===== config.mk =====
export PLATFORM = sky130hd
export DESIGN_NAME = redir_window
export DESIGN_NICKNAME = d
export VERILOG_FILES = /design/src/rtl/redir_window.sv
export SDC_FILE = /design/constraint.sdc
export NUM_CORES = 1
export LEC_CHECK = 0
export ABC_AREA = 0
export BUFFER_PORTS_ARGS = -buffer_cell sky130_fd_sc_hd__clkbuf_2
export CAP_MARGIN = 10
export CORE_ASPECT_RATIO = 1.75
export CORE_MARGIN = 2
export CORE_UTILIZATION = 25
export DETAILED_ROUTE_END_ITERATION = 7
export SETUP_SLACK_MARGIN = 0.02
export SYNTH_ARGS = -nofsm -noshare
export SYNTH_HDL_FRONTEND = slang
export SYNTH_SLANG_ARGS = --single-unit

===== constraint.sdc =====
create_clock -name clk -period 5.3 [get_ports clk]
set_input_delay 0.265 -clock clk [delete_from_list [all_inputs] [get_ports clk]]
set_output_delay 0.265 -clock clk [all_outputs]
set_load 0.01 [all_outputs]

===== src/rtl/redir_window.sv =====
module redir_window #(
  parameter int NUM_LINES = 32,
  parameter int ADDR_W    = 5,
  parameter int SEL_OFS   = 0,
  parameter int WIN_OFS   = 16
) (
  input  logic                 clk,
  input  logic                 rst_n,
  input  logic [ADDR_W-1:0]    bus_addr,
  input  logic                 bus_wr,
  input  logic [31:0]          bus_wdata,
  output logic [31:0]          bus_rdata,
  output logic [NUM_LINES-1:0] line_mask,
  output logic [NUM_LINES-1:0] line_level,
  output logic [NUM_LINES-1:0] line_pol
);
  localparam int          MASK_BIT = 16;
  localparam int          TRIG_BIT = 15;
  localparam int          POL_BIT  = 13;
  localparam logic [31:0] SUP_BITS = (32'd1 << MASK_BIT) | (32'd1 << TRIG_BIT) | (32'd1 << POL_BIT);
  localparam logic [31:0] RST_WORD = 32'd1 << MASK_BIT;

  logic [7:0]  sel_q;
  logic [31:0] ent [NUM_LINES];

  wire [4:0] line_idx = {sel_q[6], sel_q[4:1]};
  wire       sel_ok   = !(sel_q[7] | sel_q[5] | sel_q[0]) && (32'(line_idx) < NUM_LINES);
  wire       hit_sel  = bus_addr == ADDR_W'(SEL_OFS);
  wire       hit_win  = bus_addr == ADDR_W'(WIN_OFS);
  wire       win_wr   = bus_wr && hit_win && sel_ok;

  always_ff @(posedge clk or negedge rst_n)
    if (!rst_n)                sel_q <= '0;
    else if (bus_wr && hit_sel) sel_q <= bus_wdata[7:0];

  always_ff @(posedge clk or negedge rst_n)
    if (!rst_n) begin
      for (int i = 0; i < NUM_LINES; i++) ent[i] <= RST_WORD;
    end else if (win_wr) begin
      for (int i = 0; i < NUM_LINES; i++)
        if (32'(line_idx) == i) ent[i] <= bus_wdata & SUP_BITS;
    end

  always_comb begin
    bus_rdata = '0;
    if (hit_sel)               bus_rdata = {24'd0, sel_q};
    else if (hit_win && sel_ok) bus_rdata = ent[line_idx];
  end

  for (genvar g = 0; g < NUM_LINES; g++) begin : g_out
    assign line_mask[g]  = ent[g][MASK_BIT];
    assign line_level[g] = ent[g][TRIG_BIT];
    assign line_pol[g]   = ent[g][POL_BIT];
  end
endmodule


==> flow_summary.ini, run 1 <==
[run_status]
run_status = complete, no violations

[timing]
clock.fmax_mhz = 312
final-hold-violation-count = 0
period_share_pct = 60.4
rsz0062_at_grt = no
slew_viol_final = 0
worst_pin_slew_ps = 1100
slew_headroom_pct = 25.9
holdWs_ps = 138
period_needed_ps = 3200
setup_viol = 0
skew_ps = 12.4
tns_ps = 0

[power]
peakVddDrop_v = 0.000141
power.density_nw_per_um2 = 285
power.leakage_nw = 3.02

[clock_network]
clkSinkCount = 104
clk_path_buf_depth = 2
post_cts_buffers = 0
cts_max_level = 3
clk_pin_slew_ps = 80
cts_made_buffers = 9
clk_latency_ps = 360
cts_resized = 0
cts_tree = built
root_buffer = clkbuf_16

[cells_and_area]
antenna_cells = 0
drive_above_1_share_pct = 61.5
num-nets-final = 534
final_core_util_pct = 30.9
syn2layout_area_growth_pct = 21.2
final_cell_area_um2 = 6270

[routing]
drtPass1Iterations = 4
finalWirelength_mm = 16.0
drt_iter0_drc = 206
routedWlPerCell_um = 21.4
dr_total_vias = 3524
drtAntennaViolNets = 0
drcViolationCount = 0
viasPerCell = 4.72

[worst_setup_path]
crit_cells = 6
crit_path_max_incr_delay_ps = 860
critical_path.max_fanout = 24
worst_path_dominant_cell_family = flip-flops
critPathSlowestCell = dfrtp_2
r2r_end = line_level[31]$_DFFE_PN0P_
r2r_cells = 5
path_class = flip-flop to output pin
cp-start-kind = flip-flop
cpMostUsedCell = a211oi_1
r2r_start = sel_q[1]$_DFFE_PN0P_
crit_arrival_ps = 2940
cp-end-kind = output pin
path_cells = buf_4 -> mux4_2 -> a22o_1 -> a211oi_1 -> a211oi_1 -> clkbuf_2
required_ps = 5040
cp.buffers_inverters = 2
reg2reg_slack_ps = 2210

[floorplan]
die_area_um2 = 21900
die_y_um = 194
placementRows = 69
pin_count = 168
die_w_um = 113
start_util_pct = 25.5
core_region_area_um2 = 20300

[global_route]
grt_pass1_wl_mm = 24.1
grt_util_all_layers_pct = 14.7
grt_max_degree = 63
grt_pass1_vias = 3886
grt-ovfl-total = 0
antenna_found_initial = 0

[placement]
dp_hpwl_mm = 12.3
port_buffers = 125
place_congestion = 0.783
dpl-instance-area_um2 = 5960

[synthesis]
ys.flop_type = dfrtp_1
synth_area_leaders = dfrtp_1, mux2_2, dfstp_2, mux4_2, buf_4
synth_top_area_cell = dfrtp_1
async_flop_share_pct = 100
yosysMostFrequentCell = mux2_2
yosysSeqAreaShare_pct = 51.1
yosysWarnings = 0
synth_edf_count = 0
yosys-top-cells-count = mux2_2, dfrtp_1, dfstp_2
synth_cell_types = 40
syn_inst = 376
netlist_area_um2 = 5170
syn_area_per_cell_um2 = 13.8
ys_ff_latch = 104
synth_top_area_share_pct = 34.8

[hold_path]
worstHoldStart = bus_wdata[1]
hp-class = input pin to flip-flop
worstHoldEndpoint = sel_q[1]$_DFFE_PN0P_
holdPathStages = 2

[job]
cap_violations = 0
repair_timing:
action,in CTS,in global routing
setup endpoints to repair,0,0
hold buffers,1,0
endpoints found under the hold margin,30,0
state kept, by name, summed over array words and instances, names as in the netlist:
register and cells:
line_level 32, line_mask 32, line_pol 32, sel_q 8
placed cells by master (no fill, tap or decap), drive strengths merged, types with 7 or more instances in the layout:
| master | count |
|---|---|
| clkbuf | 133 |
| mux2 | 106 |
| dfrtp | 72 |
| dfstp | 32 |
| conb | 21 |
| mux4 | 18 |
| nor2 | 17 |
| nand2 | 17 |
| mux2i | 14 |
| and2 | 7 |
kinds of logic after synthesis:
family,Yosys count,synth area share [%]
AO/OA/AOI/OAI,18,2.61
other,1,0.0725
flip-flops,104,51.1
buffers and inverters,43,4.89
multiplexers,138,33.8
AND/OR/NAND/NOR,72,7.50
power by group:
part,internal [mW],total (mW),switching (mW)
combinational,0.0901,0.230,0.140
clock,0.371,0.684,0.314
sequential,0.820,0.871,0.0513
worst max-delay path by stage:
| stage | from | end |
|---|---|---|
| after floorplan | sel_q[1]$_DFFE_PN0P_ | bus_rdata[13] |
| after CTS | sel_q[1]$_DFFE_PN0P_ | bus_rdata[15] |
| after global placement | sel_q[1]$_DFFE_PN0P_ | line_level[31]$_DFFE_PN0P_ |
| final | sel_q[1]$_DFFE_PN0P_ | bus_rdata[15] |
| after detailed placement | sel_q[1]$_DFFE_PN0P_ | line_level[31]$_DFFE_PN0P_ |
| after global routing | sel_q[1]$_DFFE_PN0P_ | bus_rdata[15] |
area by class of cell:
type | instances | area, um^2
inverter | 1 | 3.75
sequential | 104 | 2640
clock inverter | 7 | 75.1
multi-input combinational | 249 | 2350
clock buffer | 9 | 225
fill | 2000 | 14000
timing repair buffer | 129 | 661
tap | 248 | 310
worst reg2reg max path: stages (launching register included):
cell and delay [ps]:
dfrtp_2 860, buf_4 410, nand2_1 250, nor4_1 800, and2b_1 320, mux2_2 350
metrics by stage:
step | worst slack (ps) | power [mW] | std cells
after floorplan | 3060 | 1.03 | 396
after global routing | 1910 | 1.86 | 747
after CTS | 2070 | 1.80 | 747
after detailed placement | 2250 | 1.12 | 730
after global placement | 2260 | 1.11 | 730
final | 2100 | 1.79 | 747
metal layers:
| metal | vias up | share of wire (%) | track usage, % |
|---|---|---|---|
| li1 | 1570 | - | - |
| met2 | 117 | 55 | 27.2 |
| met1 | 1807 | 37 | 15.5 |
| met3 | 30 | 3.9 | 2.53 |
| met5 | - | 0 | 0 |
| met4 | 0 | 4.4 | 8.04 |
No activity file was read; power rests on OpenSTA's default activity.
==> run 2, diff against run 1 <==
==> constraint.sdc (replaced) <==
create_clock -name clk -period 3.3 [get_ports clk]
set_input_delay 0.165 -clock clk [delete_from_list [all_inputs] [get_ports clk]]
set_output_delay 0.165 -clock clk [all_outputs]
set_load 0.01 [all_outputs]
==> run 2 against run 1 <==
Largest cell class unchanged. Final area grew 1.6%. Global-route usage fell by 0.14 points. Worst hold slack got worse by 90 ps. Combinational power rose by 65%. First-iteration DRC count shrank 27%. Total power rose by 64%. Worst setup slack lost 1700 ps. Sequential cell count unchanged. Clock-buffer cell count increased by 4.
==> flow_summary.ini, run 2 (synthesis gave the netlist of run 1 again) <==
[cells_and_area]
fill_cells = 2009
final_common_cell = clkbuf_2
num-nets-final = 546
final_cells = 759
syn2layout_area_growth_pct = 23.2
antenna_cells = 0
drive_above_1_share_pct = 62.2
layout_common_cells = clkbuf_2, mux2_2, dfrtp_1, dfstp_2, conb_1

[power]
power.leakage_nw = 3.09
peakVddDrop_v = 0.000279
power.density_nw_per_um2 = 458
p_total_mw = 2.92

[global_route]
grt_max_degree = 76
antenna_found_initial = 0
grt_pass1_wl_mm = 23.8
grt_util_all_layers_pct = 14.6
grt_pass1_vias = 3901
grt-ovfl-total = 0

[timing]
skew_ps = 10.5
rsz0062_at_grt = no
tns_ps = 0
final-hold-violation-count = 0
setup_viol = 0
period_needed_ps = 2880
worst_pin_slew_ps = 964
period_share_pct = 87.2
slew_viol_final = 0
clock.fmax_mhz = 347
slew_headroom_pct = 35.7

[placement]
place_congestion = 0.794
dpl.cell_count = 742
dp_hpwl_mm = 12.3
port_buffers = 125

[clock_network]
postCtsHoldBufs = 1
cts_made_buffers = 9
clk_pin_slew_ps = 70
root_buffer = clkbuf_16
clkSinkCount = 104
clk_path_buf_depth = 2
cts_max_level = 3
cts_tree = built
clk_latency_ps = 350
post_cts_buffers = 0
cts_resized = 0

[worst_setup_path]
cp-start-kind = flip-flop
r2r_cells = 4
required_ps = 3130
path_class = flip-flop to output pin
critical_path.max_fanout = 28
reg2reg_slack_ps = 890
crit_path_end = bus_rdata[13]
r2r_end = line_pol[15]$_DFFE_PN0P_
r2r_start = sel_q[0]$_DFFE_PN0P_
crit_arrival_ps = 2710
startpoint = sel_q[1]$_DFFE_PN0P_
cp-end-kind = output pin

[floorplan]
core_region_area_um2 = 20300
die_w_um = 113
die_area_um2 = 21900
start_util_pct = 25.5
placementRows = 69
die_y_um = 194
pin_count = 168

[routing]
drtAntennaViolNets = 0
routedWlPerCell_um = 20.9
drt_iter0_drc = 151
finalWirelength_mm = 15.9
drtPass1Iterations = 4
drcViolationCount = 0
dr_total_vias = 3610
viasPerCell = 4.76

[job]
cap_violations = 0

[hold_path]
hp-class = input pin to flip-flop

[run_status]
run_status = complete, no violations
run 2: changes by cell type in the layout (fill, tap and decap cells not counted), sizes merged:
cell and change:
clkbuf +4, buf +12, inv -3, clkinv -1
run 2: worst max-delay path, stage by stage (launching register included):
cell and delay [ps]:
dfrtp_2 950, mux4_2 660, mux2_2 290, a21oi_1 150
a221oi_1 110, clkbuf_2 180
run 2: where the power goes:
group	switching (mW)	leakage, nW	internal [mW]	total, mW
registers	0.100	1.32	1.32	1.42
logic	0.215	1.61	0.164	0.380
clock network	0.474	0.156	0.649	1.12
run 2: how the worst min path moves through the flow:
stage | from | to | cells after the start
2_1_floorplan | rst_n | line_level[0]$_DFFE_PN0P_ | 0
3_3_place_gp | rst_n | line_pol[11]$_DFFE_PN0P_ | 1
3_5_place_dp | rst_n | line_pol[11]$_DFFE_PN0P_ | 1
4_1_cts | bus_wdata[5] | sel_q[5]$_DFFE_PN0P_ | 2
5_1_grt | bus_wdata[7] | sel_q[7]$_DFFE_PN0P_ | 2
6_report | bus_wdata[5] | sel_q[5]$_DFFE_PN0P_ | 2
run 2: area by class of cell:
cell class                 instances  area [um^2]  share of cell area [%]
inverter                           1         3.75                  0.0589
sequential                       104         2640                    41.5
timing repair buffer             141          751                    11.8
multi-input combinational        249         2350                    36.9
clock buffer                      13          270                    4.24
tap                              248          310                    4.87
clock inverter                     3         40.0                   0.628
run 2: metrics by stage:
step	hold WS (ps)	setup slack [ps]	util [%]	instance area, um^2
after floorplan	-131	1150	-	5250
after global placement	343	789	29.8	6050
after detailed placement	364	783	29.8	6050
after CTS	38.9	388	31.4	6370
after global routing	43.2	265	31.4	6370
final	47.2	421	31.4	6370
run 2: routing by layer:
layer  vias up  track usage, %  share of wire [%]
li1       1598               -                  -
met1      1845            15.0                 36
met4         0            9.08                5.4
met3        36            2.66                4.5
met5         -               0                  0
met2       131            26.6                 54
